<file path="src/rtl/dual_sample_framer_pkg.sv">
package dual_sample_framer_pkg;
  localparam int DEF_SAMPLE_W = 14;
  localparam int DEF_PAD_W    = 2;
  localparam int DEF_FILL_W   = 8;
  localparam int NUM_SLOTS    = 2;

  typedef enum logic [2:0] {
    SEG_IDLE,
    SEG_WORD_A,
    SEG_FILL_A,
    SEG_WORD_B,
    SEG_FILL_B
  } seg_e;
endpackage

</file>
<file path="src/rtl/framer_reset_sync.sv">
module framer_reset_sync (
  input  logic clk,
  input  logic rst_async_n,
  output logic rst_sync_n
);
  logic meta_q;

  always_ff @(negedge clk or negedge rst_async_n) begin
    if (!rst_async_n) begin
      meta_q     <= 1'b0;
      rst_sync_n <= 1'b0;
    end else begin
      meta_q     <= 1'b1;
      rst_sync_n <= meta_q;
    end
  end
endmodule

</file>
<file path="src/rtl/frame_slot_counter.sv">
module frame_slot_counter #(
  parameter int FRAME_LEN = 48,
  parameter int CNT_W     = $clog2(FRAME_LEN + 1)
) (
  input  logic             clk,
  input  logic             rst_n,
  input  logic             strobe_in,
  output logic             frame_start,
  output logic [CNT_W-1:0] slot_q,
  output logic [CNT_W-1:0] slot_nx
);
  localparam logic [CNT_W-1:0] LAST = CNT_W'(FRAME_LEN);
  localparam logic [CNT_W-1:0] ONE  = CNT_W'(1);

  logic strobe_q;

  assign frame_start = strobe_q & ~strobe_in;

  always_comb begin
    if (frame_start)                        slot_nx = ONE;
    else if (slot_q == '0 || slot_q == LAST) slot_nx = '0;
    else                                    slot_nx = slot_q + ONE;
  end

  always_ff @(negedge clk or negedge rst_n) begin
    if (!rst_n) begin
      strobe_q <= 1'b0;
      slot_q   <= '0;
    end else begin
      strobe_q <= strobe_in;
      slot_q   <= slot_nx;
    end
  end

  assert_start_slot_R2: assert property (@(negedge clk) disable iff (!rst_n)
    frame_start |=> (slot_q == ONE));
  assert_slot_range_R3: assert property (@(negedge clk) disable iff (!rst_n)
    slot_q <= LAST);
  assert_park_idle_R9: assert property (@(negedge clk) disable iff (!rst_n)
    (slot_q == LAST && !frame_start) |=> (slot_q == '0));
endmodule

</file>
<file path="src/rtl/sample_slot.sv">
module sample_slot #(
  parameter int SAMPLE_W = 14
) (
  input  logic                clk,
  input  logic                rst_n,
  input  logic                take,
  input  logic [SAMPLE_W-1:0] in_data,
  input  logic                in_valid,
  output logic [SAMPLE_W-1:0] hold_nx,
  output logic                miss
);
  logic [SAMPLE_W-1:0] pend_q, pend_nx, hold_q;
  logic                pend_f_q, pend_f_nx, miss_nx;

  always_comb begin
    pend_nx   = in_valid ? in_data : pend_q;
    pend_f_nx = take ? 1'b0 : (pend_f_q | in_valid);
    hold_nx   = take ? pend_nx : hold_q;
    miss_nx   = take ? ~(in_valid | pend_f_q) : miss;
  end

  always_ff @(negedge clk or negedge rst_n) begin
    if (!rst_n) begin
      pend_q   <= '0;
      pend_f_q <= 1'b0;
      hold_q   <= '0;
      miss     <= 1'b0;
    end else begin
      pend_q   <= pend_nx;
      pend_f_q <= pend_f_nx;
      hold_q   <= hold_nx;
      miss     <= miss_nx;
    end
  end

  assert_hold_stable_R6: assert property (@(negedge clk) disable iff (!rst_n)
    !take |=> $stable(hold_q));
  assert_repeat_miss_R8: assert property (@(negedge clk) disable iff (!rst_n)
    (take && !in_valid && !pend_f_q) |=> (miss && $stable(hold_q)));
  assert_coincident_R10: assert property (@(negedge clk) disable iff (!rst_n)
    (take && in_valid) |=> (!miss && hold_q == $past(in_data)));
endmodule

</file>
<file path="src/rtl/frame_bit_mux.sv">
module frame_bit_mux
  import dual_sample_framer_pkg::*;
#(
  parameter int SAMPLE_W = 14,
  parameter int PAD_W    = 2,
  parameter int FILL_W   = 8,
  parameter int CNT_W    = 6
) (
  input  logic [CNT_W-1:0]    slot,
  input  logic [SAMPLE_W-1:0] word_a,
  input  logic [SAMPLE_W-1:0] word_b,
  output seg_e                seg,
  output logic                bit_o
);
  localparam int WORD_W = SAMPLE_W + PAD_W;
  localparam int HALF_W = WORD_W + FILL_W;

  int                pos;
  logic [WORD_W-1:0] word, shifted;

  always_comb begin
    pos   = int'(slot) - 1;
    word  = {word_a, {PAD_W{1'b0}}};
    seg   = SEG_IDLE;
    if (slot == '0) begin
      seg = SEG_IDLE;
    end else if (pos < WORD_W) begin
      seg = SEG_WORD_A;
    end else if (pos < HALF_W) begin
      seg = SEG_FILL_A;
    end else if (pos < HALF_W + WORD_W) begin
      seg  = SEG_WORD_B;
      word = {word_b, {PAD_W{1'b0}}};
      pos  = pos - HALF_W;
    end else begin
      seg = SEG_FILL_B;
    end
    shifted = word << pos;
    bit_o   = (seg == SEG_WORD_A || seg == SEG_WORD_B) ? shifted[WORD_W-1] : 1'b1;
  end
endmodule

</file>
<file path="src/rtl/dual_sample_framer.sv">
module dual_sample_framer
  import dual_sample_framer_pkg::*;
#(
  parameter int SAMPLE_W = DEF_SAMPLE_W,
  parameter int PAD_W    = DEF_PAD_W,
  parameter int FILL_W   = DEF_FILL_W
) (
  input  logic                clk,
  input  logic                rst_n,
  input  logic                sym_strobe,
  input  logic [SAMPLE_W-1:0] samp_a_data,
  input  logic                samp_a_valid,
  input  logic [SAMPLE_W-1:0] samp_b_data,
  input  logic                samp_b_valid,
  output logic                ser_out,
  output logic                miss_a,
  output logic                miss_b
);
  localparam int WORD_W    = SAMPLE_W + PAD_W;
  localparam int HALF_W    = WORD_W + FILL_W;
  localparam int FRAME_LEN = NUM_SLOTS * HALF_W;
  localparam int CNT_W     = $clog2(FRAME_LEN + 1);

  logic                rst_i_n;
  logic                frame_start;
  logic [CNT_W-1:0]    slot_q, slot_nx;
  logic [SAMPLE_W-1:0] in_data [NUM_SLOTS];
  logic                in_valid [NUM_SLOTS];
  logic [SAMPLE_W-1:0] hold_nx [NUM_SLOTS];
  logic                miss [NUM_SLOTS];
  logic                ser_nx;
  seg_e                seg_nx;
  int                  slot_i;

  assign in_data[0]  = samp_a_data;
  assign in_data[1]  = samp_b_data;
  assign in_valid[0] = samp_a_valid;
  assign in_valid[1] = samp_b_valid;
  assign miss_a      = miss[0];
  assign miss_b      = miss[1];

  framer_reset_sync u_rst (
    .clk         (clk),
    .rst_async_n (rst_n),
    .rst_sync_n  (rst_i_n)
  );

  frame_slot_counter #(.FRAME_LEN(FRAME_LEN), .CNT_W(CNT_W)) u_cnt (
    .clk         (clk),
    .rst_n       (rst_i_n),
    .strobe_in   (sym_strobe),
    .frame_start (frame_start),
    .slot_q      (slot_q),
    .slot_nx     (slot_nx)
  );

  for (genvar g = 0; g < NUM_SLOTS; g++) begin : g_slot
    sample_slot #(.SAMPLE_W(SAMPLE_W)) u_slot (
      .clk      (clk),
      .rst_n    (rst_i_n),
      .take     (frame_start),
      .in_data  (in_data[g]),
      .in_valid (in_valid[g]),
      .hold_nx  (hold_nx[g]),
      .miss     (miss[g])
    );
  end

  frame_bit_mux #(.SAMPLE_W(SAMPLE_W), .PAD_W(PAD_W), .FILL_W(FILL_W), .CNT_W(CNT_W)) u_mux (
    .slot   (slot_nx),
    .word_a (hold_nx[0]),
    .word_b (hold_nx[1]),
    .seg    (seg_nx),
    .bit_o  (ser_nx)
  );

  always_ff @(negedge clk or negedge rst_i_n) begin
    if (!rst_i_n) ser_out <= 1'b1;
    else          ser_out <= ser_nx;
  end

  assign slot_i = int'(slot_q);

  assert_idle_high_R1: assert property (@(negedge clk) disable iff (!rst_i_n)
    (slot_i == 0) |-> ser_out);
  assert_pad_low_R4: assert property (@(negedge clk) disable iff (!rst_i_n)
    ((slot_i > WORD_W - PAD_W && slot_i <= WORD_W) ||
     (slot_i > HALF_W + WORD_W - PAD_W && slot_i <= HALF_W + WORD_W)) |-> !ser_out);
  assert_filler_high_R3: assert property (@(negedge clk) disable iff (!rst_i_n)
    ((slot_i > WORD_W && slot_i <= HALF_W) || slot_i > HALF_W + WORD_W) |-> ser_out);
endmodule

</file>
<file path="config.mk">
export PLATFORM = sky130hd
export DESIGN_NAME = dual_sample_framer
export DESIGN_NICKNAME = d
export VERILOG_FILES = /design/src/rtl/dual_sample_framer_pkg.sv /design/src/rtl/framer_reset_sync.sv /design/src/rtl/frame_slot_counter.sv /design/src/rtl/sample_slot.sv /design/src/rtl/frame_bit_mux.sv /design/src/rtl/dual_sample_framer.sv
export SDC_FILE = /design/constraint.sdc
export NUM_CORES = 1
export LEC_CHECK = 0
export ABC_CLOCK_PERIOD_IN_PS = 2800
export BUFFER_PORTS_ARGS = -buffer_cell sky130_fd_sc_hd__buf_4
export CAP_MARGIN = 10
export CORE_UTILIZATION = 59
export DETAILED_ROUTE_END_ITERATION = 12
export HOLD_SLACK_MARGIN = 0.15
export PLACE_DENSITY = 0.8
export SYNTH_ARGS = -nofsm -noshare
export SYNTH_HDL_FRONTEND = slang
export SYNTH_SLANG_ARGS = --single-unit
</file>
<file path="constraint.sdc">
create_clock -name clk -period 2.8 [get_ports clk]
set_clock_uncertainty 0.15 [all_clocks]
set_input_delay 0.14 -clock clk [delete_from_list [all_inputs] [get_ports clk]]
set_output_delay 0.14 -clock clk [all_outputs]
set_load 0.02 [all_outputs]
</file>
### Word-level counts from Yosys, hierarchy flattened

Cells that the tools add are included.

| cells by class | value |
|---|---|
| add/subtract/negate cells | 3 |
| magnitude comparators | 3 |
| equality and inequality tests | 3 |
| shift-type cells | 1 |
| multiplexer cells | 21 |
| bitwise operators | 6 |
| reduce and logical (&&, ||, !) cells | 4 |

Operators by type and width:

| operator | count |
|---|---|
| 32-bit two-way mux | 4 |
| 32-bit by 6-bit less-than comparator with 1-bit output (second input constant) | 2 |
| 16-bit two-way mux | 4 |
| 14-bit two-way mux | 4 |
| 32-bit by 7-bit less-than comparator with 1-bit output (second input constant) | 1 |
| 16-bit by 32-bit left shift with 16-bit output | 1 |
| 32-bit by 6-bit subtractor with 32-bit output (second input constant) | 1 |
| 6-bit zero test | 2 |
| 3-bit two-way mux | 4 |
| 6-bit two-way mux | 2 |
| 6-bit by 1-bit subtractor with 7-bit output (second input constant) | 1 |
| 6-bit by 1-bit adder with 6-bit output (second input constant) | 1 |
| 6-bit equality test (second input constant) | 1 |
| 3-bit by 1-bit equality test with 1-bit output (second input constant) | 1 |
| 3-bit by 2-bit equality test with 1-bit output (second input constant) | 1 |
| 1-bit two-way mux | 3 |
| 1-bit NOT | 3 |
| 1-bit logical OR | 2 |
| 1-bit OR | 2 |
| 1-bit AND | 1 |

| storage, ports and cells | value |
|---|---|
| bits in registers | 70 |
| bits of input ports | 33 |

### Depth between registers and ports, before layout

| depth | value |
|---|---|
| depth in word-level cells | 13 |
| mapped depth | 20 |
| mapped depth without buffers | 18 |

### Modules after synthesis

Synthesis repeated with hierarchy kept, for this count alone.

| unflattened totals | value |
|---|---|
| cell total of the unflattened synthesis | 301 |
| area total of the unflattened synthesis | 3764.9 um^2 |

By module, submodules not included:

| module | times used | cells an instance | area each (um^2) | sequential area each (um^2) |
|---|---|---|---|---|
| sample_slot | 2 | 65 | 1193.6 | 750.7 |
| frame_bit_mux | 1 | 135 | 962.2 | 0.0 |
| frame_slot_counter | 1 | 31 | 331.6 | 175.2 |
| framer_reset_sync | 1 | 3 | 53.8 | 50.0 |
| dual_sample_framer | 1 | 2 | 30.0 | 26.3 |

==> results.sh <==
export IMPL_status="complete, but fails checks"
export IMPL_violations="negative setup slack"
export IMPL_dp_hpwl_um=5970
export IMPL_yosys_area_top_type="dfrtn_1"
export IMPL_crit_path_top_delay_cell="or4_4"
export IMPL_p_leak_nw=2.26
export IMPL_diodes=0
export IMPL_grt_pass1_vias=2983
export IMPL_cts_root_buffer="clkbuf_8"
export IMPL_dieArea_sq_mm=0.00630
export IMPL_utilization_pct=81.7
export IMPL_grt_max_degree=69
export IMPL_netlist_instances=348
export IMPL_maxSlewViolCount=0
export IMPL_ys_seq_area_share_pct=49.6
export IMPL_viasPerCell=5.64
export IMPL_via_count=2899
export IMPL_place_congestion=0.927
export IMPL_n_fill_cell=336
export IMPL_synthTopCellsByCount="75 x nand2_1, 69 x dfrtn_1, 20 x mux2_2, 19 x mux2i_1, 18 x inv_1"
export IMPL_htree_levels=3
export IMPL_antenna_left=0
export IMPL_synth_edf_count=0
export IMPL_antenna_found_initial=0
export IMPL_io_pins=36
export IMPL_avgRoutedWirePerCell_um=16.3
export IMPL_layout_nets=475
export IMPL_clock_latency_ps=330
export IMPL_grt_overflow_total=0
export IMPL_rsz0062_at_grt="yes"
export IMPL_ys_ff_latch=70
export IMPL_arrival_ps=2790
export IMPL_cp_cell_sequence="buf_4 > nor2b_4 > nor2_4 > ha_4 > inv_4 > or3_4 > o2111ai_4 > ha_4 > a21o_1 > a211o_1 > a221oi_2 > a41oi_1 > or4_4 > o31a_1 > o21ai_1"
export IMPL_crit_required_ps=1560
export IMPL_cts_tree="done"
export IMPL_synth_fp_nets=386
export IMPL_synthTopCellsByArea="dfrtn_1 49%, nand2_1 8.0%, mux2_2 6.4%, mux2i_1 5.4%, inv_1 1.9%"
export IMPL_synthArstFlopShare_pct=100
export IMPL_port_buffers=35
export IMPL_clk_pin_slew_ps=50
export IMPL_cpPeakStageDelay_ps=550
export IMPL_cp_start_kind="input pin"
export IMPL_syn_cell_area_sq_mm=0.00353
export IMPL_dieHeight_um=79.4
export IMPL_initial_utilization_pct=62.6
export IMPL_cts_buffers=9
export IMPL_fp_row_count=27
export IMPL_critPathMaxFanout=5
export IMPL_grt_use_total_pct=29.3
export IMPL_numClockSinks=70
export IMPL_drc_errors=0
export IMPL_cts_buffer_depth=2
export IMPL_yosysWarningCount=0
export IMPL_worst_slack_ps=-1230
export IMPL_ys_flop_type="dfrtn_1"
export IMPL_hold_viol=0
export IMPL_vdd_drop_max_mv=0.956
export IMPL_hold_path_class="reg -> reg"
export IMPL_hold_worst_slack_ps=157
export IMPL_syn_to_final_growth_pct=30.5
export IMPL_crit_path_frequent_cell="ha_4"
export IMPL_wl_um=8360
export IMPL_synth_top_cell_area_share_pct=48.9
export IMPL_crit_type="in -> reg"
export IMPL_power_density_mw_per_mm2=1170
export IMPL_drive_gt1_share_pct=36.9
export IMPL_final_cells=514
export IMPL_dp_cells=493
export IMPL_synth_most_common_cell="nand2_1"
export IMPL_dr_first_iter_drc_count=243
export IMPL_core_area_sq_mm=0.00564
export IMPL_grt_pass1_wl_um=13800
export IMPL_end_kind="flop"
export IMPL_synth_area_per_cell_sq_um=10.1
export IMPL_die_x_um=79.4
export IMPL_firstDrtPassIters=4
export IMPL_setup_violations=1
export IMPL_cap_violations=0
export IMPL_dp_slack_ps=-1690
export IMPL_synthDistinctLibCells=61
-- where the power goes --
part	internal [W]	total [W]	switching, W	leakage, nW
clock	0.000534	0.000944	0.000410	0.118
combinational	0.00166	0.00323	0.00156	1.30
sequential	0.00117	0.00123	0.0000518	0.848
total	0.00337	0.00540	0.00203	2.26
-- sequential cells by signal, indices dropped and copies added, names as in the netlist --
register,cells
g_slot.u_slot.hold_q,28
u_rst.rst_sync_n,1
g_slot.u_slot.pend_f_q,2
ser_out,1
u_cnt.slot_q,6
g_slot.u_slot.pend_q,28
u_cnt.strobe_q,1
g_slot.u_slot.miss,2
u_rst.meta_q,1
-- cell usage in the layout, fill, tap and decap left out, types with 2 or more instances in the layout --
cell type and instances:
dfrtn_1 69, clkbuf_8 10, a211oi_1 2, nand4_1 3, o31a_1 3, clkinv_4 2, and3_1 6, a21oi_1 4
a32oi_1 2, o21ai_0 12, o2111ai_1 3, ha_1 3, mux2i_1 19, or3_1 6, buf_4 93, nor2_4 2
xor2_1 2, mux2_2 20, and2_1 3, a211o_1 2, o31ai_1 2, ha_4 2, xnor2_1 4, inv_1 17
o221a_2 2, buf_12 3, nor2_1 15, bufinv_16 2, nand2_2 2, or3_4 3, nand3_1 9, nor3_1 5
nand2_1 73
-- metrics by stage --
step | TNS (ps) | instance area (sq um) | power [W]
floorplan | -1960 | 3600 | 0.00309
global placement | -1650 | 4310 | 0.00412
detailed placement | -2140 | 4310 | 0.00423
CTS | -1190 | 4580 | 0.00528
global route | -1310 | 4610 | 0.00574
finish | -1230 | 4610 | 0.00540
-- worst max-delay path, delay by kind of cell --
family,cells,cell delay (ps)
AO/OA/AOI/OAI,7,1130
adder cells (fa/ha/maj),2,390
buffers and inverters,2,190
AND/OR/NAND/NOR,4,920
-- path summary, 6_finish.rpt --
check,from,endpoint,slack [ps],cells past startpoint
setup / recovery,sym_strobe,ser_out,-1230,15
hold / removal,u_rst.meta_q,u_rst.rst_sync_n,160,0
setup reg to reg,u_cnt.slot_q[0],ser_out,-940,18
hold reg to reg,u_rst.meta_q,u_rst.rst_sync_n,160,0
max in group asynchronous,u_rst.rst_sync_n,ser_out,1470,2
min in group asynchronous,u_rst.rst_sync_n,g_slot[0].u_slot.pend_q[1],660,2
-- logic make-up (layout without fill, tap and decap cells) --
kind of cell             after synthesis  count (layout)  share of synthesized area [%]
multiplexers                          40              40                           12.2
XOR/XNOR                               8               8                           2.41
adder cells (fa/ha/maj)                5               5                           1.77
AND/OR/NAND/NOR                      136             136                           17.9
AO/OA/AOI/OAI                         48              48                           11.0
flip-flops                            70              70                           49.6
buffers and inverters                 40             134                           5.03
other                                  1               1                          0.106
-- area by class of cell --
cell class,count,area [sq um],share of cell area (%)
clock buffer,10,138,2.99
clock inverter,7,97.6,2.12
inverter,18,70.1,1.52
multi-input combinational,238,1670,36.3
sequential,70,1750,38.0
tap,72,90.1,1.96
timing repair buffer,99,785,17.0
-- timing repair --
action | 4_1_cts | 5_1_grt
cloned | 0 | 1
setup buffers | 3 | 0
endpoints found under the hold margin | 67 | 0
hold buffers | 1 | 0
pin swaps | 4 | 2
gates resized for setup | 1 | 4
setup endpoints to repair | 1 | 1
-- metal layers --
metal	part of all wire, %	global-route usage [%]
met1	41	34.2
met2	53	51.7
met4	2.1	12.0
met5	0	0
met3	3.7	6.55
(Power assumes the default switching activity.)
